--- config.mk ---
export PLATFORM = sky130hd
export DESIGN_NAME = hostStatusReg
export DESIGN_NICKNAME = d
export VERILOG_FILES = /design/src/rtl/hsrPkg.sv /design/src/rtl/hsrStickyBank.sv /design/src/rtl/hsrCtrl.sv /design/src/rtl/hsrDatapath.sv /design/src/rtl/hostStatusReg.sv
export SDC_FILE = /design/constraint.sdc
export NUM_CORES = 1
export LEC_CHECK = 0
export ABC_AREA = 1
export BUFFER_PORTS_ARGS = -buffer_cell sky130_fd_sc_hd__clkbuf_2
export CAP_MARGIN = 20
export CORE_MARGIN = 2
export CORE_UTILIZATION = 45
export CTS_BUF_LIST = sky130_fd_sc_hd__clkbuf_4 sky130_fd_sc_hd__clkbuf_8
export CTS_CLUSTER_DIAMETER = 120
export DETAILED_ROUTE_END_ITERATION = 10
export PLACE_DENSITY = 0.8
export SYNTH_ARGS = -nofsm -noshare
export SYNTH_HDL_FRONTEND = slang
export SYNTH_SLANG_ARGS = --single-unit
--- constraint.sdc ---
create_clock -name clk -period 1.5 [get_ports clk]
set_clock_uncertainty 0.05 [all_clocks]
set_input_delay 0.45 -clock clk [delete_from_list [all_inputs] [get_ports clk]]
set_output_delay 0.45 -clock clk [all_outputs]
set_load 0.1 [all_outputs]
--- src/rtl/hsrPkg.sv ---
package hsrPkg;
  localparam int DATA_W   = 32;
  localparam int ADDR_W   = 3;
  localparam int RD_N     = 6;
  localparam int CMD_N    = 5;
  localparam int LIVE_N   = 5;
  localparam int RD_LSB   = 0;
  localparam int CMD_LSB  = 8;
  localparam int LIVE_LSB = 16;

  localparam logic [ADDR_W-1:0] ADR_STATUS  = 3'd0;
  localparam logic [ADDR_W-1:0] ADR_IEN_SET = 3'd1;
  localparam logic [ADDR_W-1:0] ADR_IEN_CLR = 3'd2;
  localparam logic [ADDR_W-1:0] ADR_IEN     = 3'd3;
  localparam logic [ADDR_W-1:0] ADR_CMD     = 3'd4;

  function automatic logic [DATA_W-1:0] buildMask();
    logic [DATA_W-1:0] m;
    m = '0;
    for (int i = 0; i < RD_N; i++)   m[RD_LSB + i]   = 1'b1;
    for (int i = 0; i < CMD_N; i++)  m[CMD_LSB + i]  = 1'b1;
    for (int i = 0; i < LIVE_N; i++) m[LIVE_LSB + i] = 1'b1;
    return m;
  endfunction

  localparam logic [DATA_W-1:0] VALID_MASK = buildMask();

  typedef struct packed {
    logic rdClr;
    logic cmdClr;
    logic ienSet;
    logic ienClr;
    logic selStatus;
    logic selIen;
  } ctrlStrobes_t;
endpackage

--- src/rtl/hsrStickyBank.sv ---
module hsrStickyBank #(
  parameter int WIDTH = 4
) (
  input  logic             clk,
  input  logic             rstN,
  input  logic [WIDTH-1:0] setPulse,
  input  logic             clrStb,
  output logic [WIDTH-1:0] flags
);
  for (genvar i = 0; i < WIDTH; i++) begin : g_bit
    always_ff @(posedge clk or negedge rstN) begin
      if (!rstN)            flags[i] <= 1'b0;
      else if (setPulse[i]) flags[i] <= 1'b1;  // set has priority over clear
      else if (clrStb)      flags[i] <= 1'b0;
    end
  end
endmodule

--- src/rtl/hsrCtrl.sv ---
module hsrCtrl
  import hsrPkg::*;
(
  input  logic              regRdEn,
  input  logic              regWrEn,
  input  logic [ADDR_W-1:0] regAddr,
  output ctrlStrobes_t      strb
);
  always_comb begin
    strb           = '0;
    strb.selStatus = regRdEn && (regAddr == ADR_STATUS);
    strb.selIen    = regRdEn && (regAddr == ADR_IEN);
    strb.rdClr     = strb.selStatus;
    strb.cmdClr    = regWrEn && (regAddr == ADR_CMD);
    strb.ienSet    = regWrEn && (regAddr == ADR_IEN_SET);
    strb.ienClr    = regWrEn && (regAddr == ADR_IEN_CLR);
  end
endmodule

--- src/rtl/hsrDatapath.sv ---
module hsrDatapath
  import hsrPkg::*;
(
  input  logic              clk,
  input  logic              rstN,
  input  ctrlStrobes_t      strb,
  input  logic [DATA_W-1:0] wrData,
  input  logic [RD_N-1:0]   rdClrEvt,
  input  logic [CMD_N-1:0]  cmdClrEvt,
  input  logic [LIVE_N-1:0] liveLvl,
  output logic [RD_N-1:0]   rdFlags,
  output logic [CMD_N-1:0]  cmdFlags,
  output logic [DATA_W-1:0] ienReg,
  output logic [DATA_W-1:0] rdData,
  output logic              irqOut
);
  logic [DATA_W-1:0] statusWord;

  hsrStickyBank #(.WIDTH(RD_N)) u_rdBank (
    .clk(clk), .rstN(rstN), .setPulse(rdClrEvt), .clrStb(strb.rdClr), .flags(rdFlags));

  hsrStickyBank #(.WIDTH(CMD_N)) u_cmdBank (
    .clk(clk), .rstN(rstN), .setPulse(cmdClrEvt), .clrStb(strb.cmdClr), .flags(cmdFlags));

  always_ff @(posedge clk or negedge rstN) begin
    if (!rstN)            ienReg <= '0;
    else if (strb.ienSet) ienReg <= ienReg | (wrData & VALID_MASK);
    else if (strb.ienClr) ienReg <= ienReg & ~wrData;
  end

  always_comb begin
    statusWord                       = '0;
    statusWord[RD_LSB +: RD_N]       = rdFlags;
    statusWord[CMD_LSB +: CMD_N]     = cmdFlags;
    statusWord[LIVE_LSB +: LIVE_N]   = liveLvl;
  end

  always_comb begin
    if (strb.selStatus)   rdData = statusWord;
    else if (strb.selIen) rdData = ienReg;
    else                  rdData = '0;
  end

  assign irqOut = |(statusWord & ienReg);
endmodule

--- src/rtl/hostStatusReg.sv ---
module hostStatusReg
  import hsrPkg::*;
(
  input  logic              clk,
  input  logic              rstN,
  input  logic              regRdEn,
  input  logic              regWrEn,
  input  logic [ADDR_W-1:0] regAddr,
  input  logic [DATA_W-1:0] regWrData,
  output logic [DATA_W-1:0] regRdData,
  input  logic [RD_N-1:0]   rdClrEvt,
  input  logic [CMD_N-1:0]  cmdClrEvt,
  input  logic [LIVE_N-1:0] liveLvl,
  output logic              irqOut
);
  ctrlStrobes_t      strb;
  logic [RD_N-1:0]   rdFlags;
  logic [CMD_N-1:0]  cmdFlags;
  logic [DATA_W-1:0] ienReg;

  hsrCtrl u_ctrl (
    .regRdEn(regRdEn), .regWrEn(regWrEn), .regAddr(regAddr), .strb(strb));

  hsrDatapath u_dp (
    .clk(clk), .rstN(rstN), .strb(strb), .wrData(regWrData),
    .rdClrEvt(rdClrEvt), .cmdClrEvt(cmdClrEvt), .liveLvl(liveLvl),
    .rdFlags(rdFlags), .cmdFlags(cmdFlags), .ienReg(ienReg),
    .rdData(regRdData), .irqOut(irqOut));
endmodule

==> results.md <==
- The clock root buffer is sky130_fd_sc_hd__clkbuf_8.
- For this run, design rule violations remaining after detail routing come to 0.
- The flow ran to the end, but the final reports show violations.
- After clock tree synthesis, the clock-pin slew on the worst setup and hold paths is 0.08 ns.
- On the final layout, the worst hold slack is between 0.07 and 0.08 ns.
- For this block, the via count after detailed routing is about 2,700.
- The via count of the first global-routing pass came to 2,780.
- Counting every net in the synthesized netlist gives 364.
- The power density normalized to cell area is approximately 750 nW/µm².
- Clock tree synthesis inserted a total of 5 buffers.
- In this run, synthesis produced a sequential element count of 43.
- The area of the placeable core is 4790 µm².
- After technology mapping, the gate count stands at approximately 300.
- Once the floorplan was initialized, standard cells occupied 47.2% of the core.
- The final total power is around 3.2 mW.
- Row generation in the floorplan step produced 25 rows.
- The cts-stage hold buffer count is 0.
- The clock network latency to the later pin of the worst-skew pair is roughly 0.3 ns.
- The count of final hold-check violations is 0.
- The die is ~75 µm wide.
- Setup slack on the worst reg-to-reg path comes out at ~0.56 ns.
- The wire length of the first global-routing pass is 13,600 µm.
- The initial antenna violation count is 0.
- Port buffering added 87 buffers.
- The maximum clock frequency is a little over 500 MHz.
- The final-stage net count is around 490.
- Once routing completed, OpenROAD measured the worst setup slack at -0.443 ns.
- The total of fill cells in the finished design is roughly 190.
- The clock tree from TritonCTS is built.
- The number of antenna repair diodes is 0.
- Timing analysis after detailed placement gives a worst setup slack of -0.468 ns.
- For this run, the detailed router's first-pass iteration total came to 4.
- The total congestion overflow is 0.
- The placed wire-length estimate after detailed placement is around 5300 µm.
- The detailed-route wire length per cell is roughly 18 µm.
- The top-level I/O count is 88.
- The violation count after the first detailed-routing iteration is around 240.
- The number of H-tree levels is 2.
- The classification of the worst setup path is input port to output pin.
- The pin count of the biggest net entering global routing is 44.
- The worst register-to-register path has a depth of 4.
- In this run the static leakage power is around 2.1 nW.
- In this run, distinct cell masters in the synthesized netlist total 20.
- The final reports fail on negative setup slack.
- The average cell area after synthesis is roughly 7.3 µm².
- Counting along the longest clock path gives a buffer depth of 2.
- Across the VDD grid, the largest voltage drop is between 0.5 and 0.6 mV.
- The die is about 75 µm tall.
- The worst path arrival time is 1.44 ns.
- In this run the worst hold path is classified as input port to async pin.
- The sort of element at the end of the critical path is an output pin.
- The filler-free cell count of the finished design is 506.
- STA puts the critical path data required time at 1.00 ns.
- The highest fanout seen on the critical path is 4.
- The number of instances in the placed design is about 500.
- The global placement routability congestion is ~0.83.
- The aggregate negative setup slack is -13.54 ns.
- The number of maximum-capacitance violations is 0.
- The post-route clock period utilization is 130%.
- Counting I/O delays and the setup requirement, the final critical path takes 1.94 ns.
- The tree built by TritonCTS fans out to 43 sinks.
- The aggregate global-route resource usage is about a third.
- The die area is 5600 µm².
- The normalized max-slew margin is 81.5%.
- The antenna violation net count after detailed routing is 0.
- The count of final max-slew check failures is 0.
- The share of layout cells above drive strength 1 is between 40% and 50%.
- The sequential fraction of the synthesis area is 47.6%.
- The launch point of the critical path is regAddr[0].
- Summed over all layers, the routed wires come to 9110 µm.
- Setup violations remaining at the end of the flow were counted as 33.
- The worst setup path endpoint is regRdData[27].
- The area growth from synthesis to layout is 92.0%.
- The number of warnings issued by yosys is 0.
- Setup repair after global routing could not meet its margin everywhere.
- In the routed layout, each cell is associated on average with a via count of around 5.4.
- The critical path launch point type is an input port.
- The netlist area before placement is roughly 2300 µm².
- The transition time at the pin with the least slew margin is around 0.28 ns.
## report_power, final
part           leakage (nW)  total [mW]  internal (mW)  switching, mW
sequential            0.516        1.34           1.26         0.0789
clock                0.0549       0.830          0.439          0.392
combinational          1.56        1.07          0.446          0.620
total                  2.13        3.24           2.15           1.09
## worst min path at each step
stage	start	end	slack [ns]	depth (start not counted)
global route	rstN	u_dp.ienReg[21]	0.08	2
detailed placement	rstN	u_dp.ienReg[28]	0.40	2
floorplan	rstN	async pin	0.10	0
finish	rstN	u_dp.ienReg[21]	0.07	2
CTS	rstN	u_dp.ienReg[22]	0.08	2
global placement	rstN	u_dp.ienReg[28]	0.40	2
## repair_timing
| action | 4_1_cts | 5_1_grt |
|---|---|---|
| gates cloned | 1 | 2 |
| endpoints found under the setup margin | 33 | 33 |
| pin swaps | 6 | 7 |
| setup buffers | 5 | 2 |
| resized for setup | 32 | 11 |
## area by class of cell
class / count / area (µm²) / share of cell area [%]
inverters: 60 / 238 / 5.48
clock buffers: 8 / 104 / 2.39
multi-input cells: 193 / 1350 / 31.0
repair buffers: 135 / 1490 / 34.4
flip-flops and latches: 43 / 1080 / 24.8
well taps: 67 / 83.8 / 1.93
## cell usage after synthesis, drive strengths merged
cell     n  area share (%)
o21ai   16             3.5
inv     59             9.8
nand4   17             4.7
buf     11             2.8
dfrtp   43              48
clkbuf   2            0.33
nand2   93              15
clkinv   1            0.17
a21o    11             3.7
and2     1            0.28
nor2    21             3.9
nand3   34             7.8
## routing by layer
layer  part of all wire (%)  vias to the layer above  GRT usage, %
li1                       -                     1220             -
met1                     37                     1322          38.4
met2                     51                      160          54.1
met3                    7.2                       36          7.63
met4                    4.9                        0          20.4
met5                      0                        -             0
## cell families after synthesis
logic type	after synthesis	synth area share, %
AO/OA/AOI/OAI	27	7.20
buffers and inverters	73	13.1
flip-flops	43	47.6
AND/OR/NAND/NOR	166	32.1
## critical path, cell delays in order
cell and delay [ns]:
sky130_fd_sc_hd__clkbuf_16 0.13, sky130_fd_sc_hd__inv_12 0.03, sky130_fd_sc_hd__nor2_4 0.16, sky130_fd_sc_hd__buf_12 0.14, sky130_fd_sc_hd__nand2_8 0.07, sky130_fd_sc_hd__buf_6 0.14
sky130_fd_sc_hd__nor2_4 0.13, sky130_fd_sc_hd__buf_12 0.18
## through the flow
| step | area, µm² | util (%) |
|---|---|---|
| 2_1_floorplan | 2640 | - |
| 3_3_place_gp | 3930 | 82.2 |
| 3_5_place_dp | 3930 | 82.2 |
| 4_1_cts | 4260 | 89.1 |
| 5_1_grt | 4340 | 90.6 |
| 6_report | 4340 | 90.6 |
## layout by cell type, fill, tap and decap left out
master,instances
sky130_fd_sc_hd__nand2_4,1
sky130_fd_sc_hd__clkbuf_2,52
sky130_fd_sc_hd__nor2_4,19
sky130_fd_sc_hd__inv_1,57
sky130_fd_sc_hd__clkbuf_8,7
sky130_fd_sc_hd__nand3_2,10
sky130_fd_sc_hd__clkbuf_4,1
sky130_fd_sc_hd__nand2_8,1
sky130_fd_sc_hd__a21o_1,11
sky130_fd_sc_hd__inv_2,1
sky130_fd_sc_hd__buf_6,4
sky130_fd_sc_hd__buf_4,32
sky130_fd_sc_hd__o21ai_4,16
sky130_fd_sc_hd__nor2_1,1
sky130_fd_sc_hd__nand4_1,17
sky130_fd_sc_hd__nand2_2,4
sky130_fd_sc_hd__nand3_1,19
sky130_fd_sc_hd__buf_2,1
sky130_fd_sc_hd__and2_1,1
sky130_fd_sc_hd__nand2_1,87
sky130_fd_sc_hd__dfrtp_1,43
sky130_fd_sc_hd__nor2_2,1
sky130_fd_sc_hd__clkbuf_16,4
sky130_fd_sc_hd__inv_12,1
sky130_fd_sc_hd__clkinv_1,1
sky130_fd_sc_hd__nand3_4,5
sky130_fd_sc_hd__buf_12,42
(Power assumes the default switching activity.)
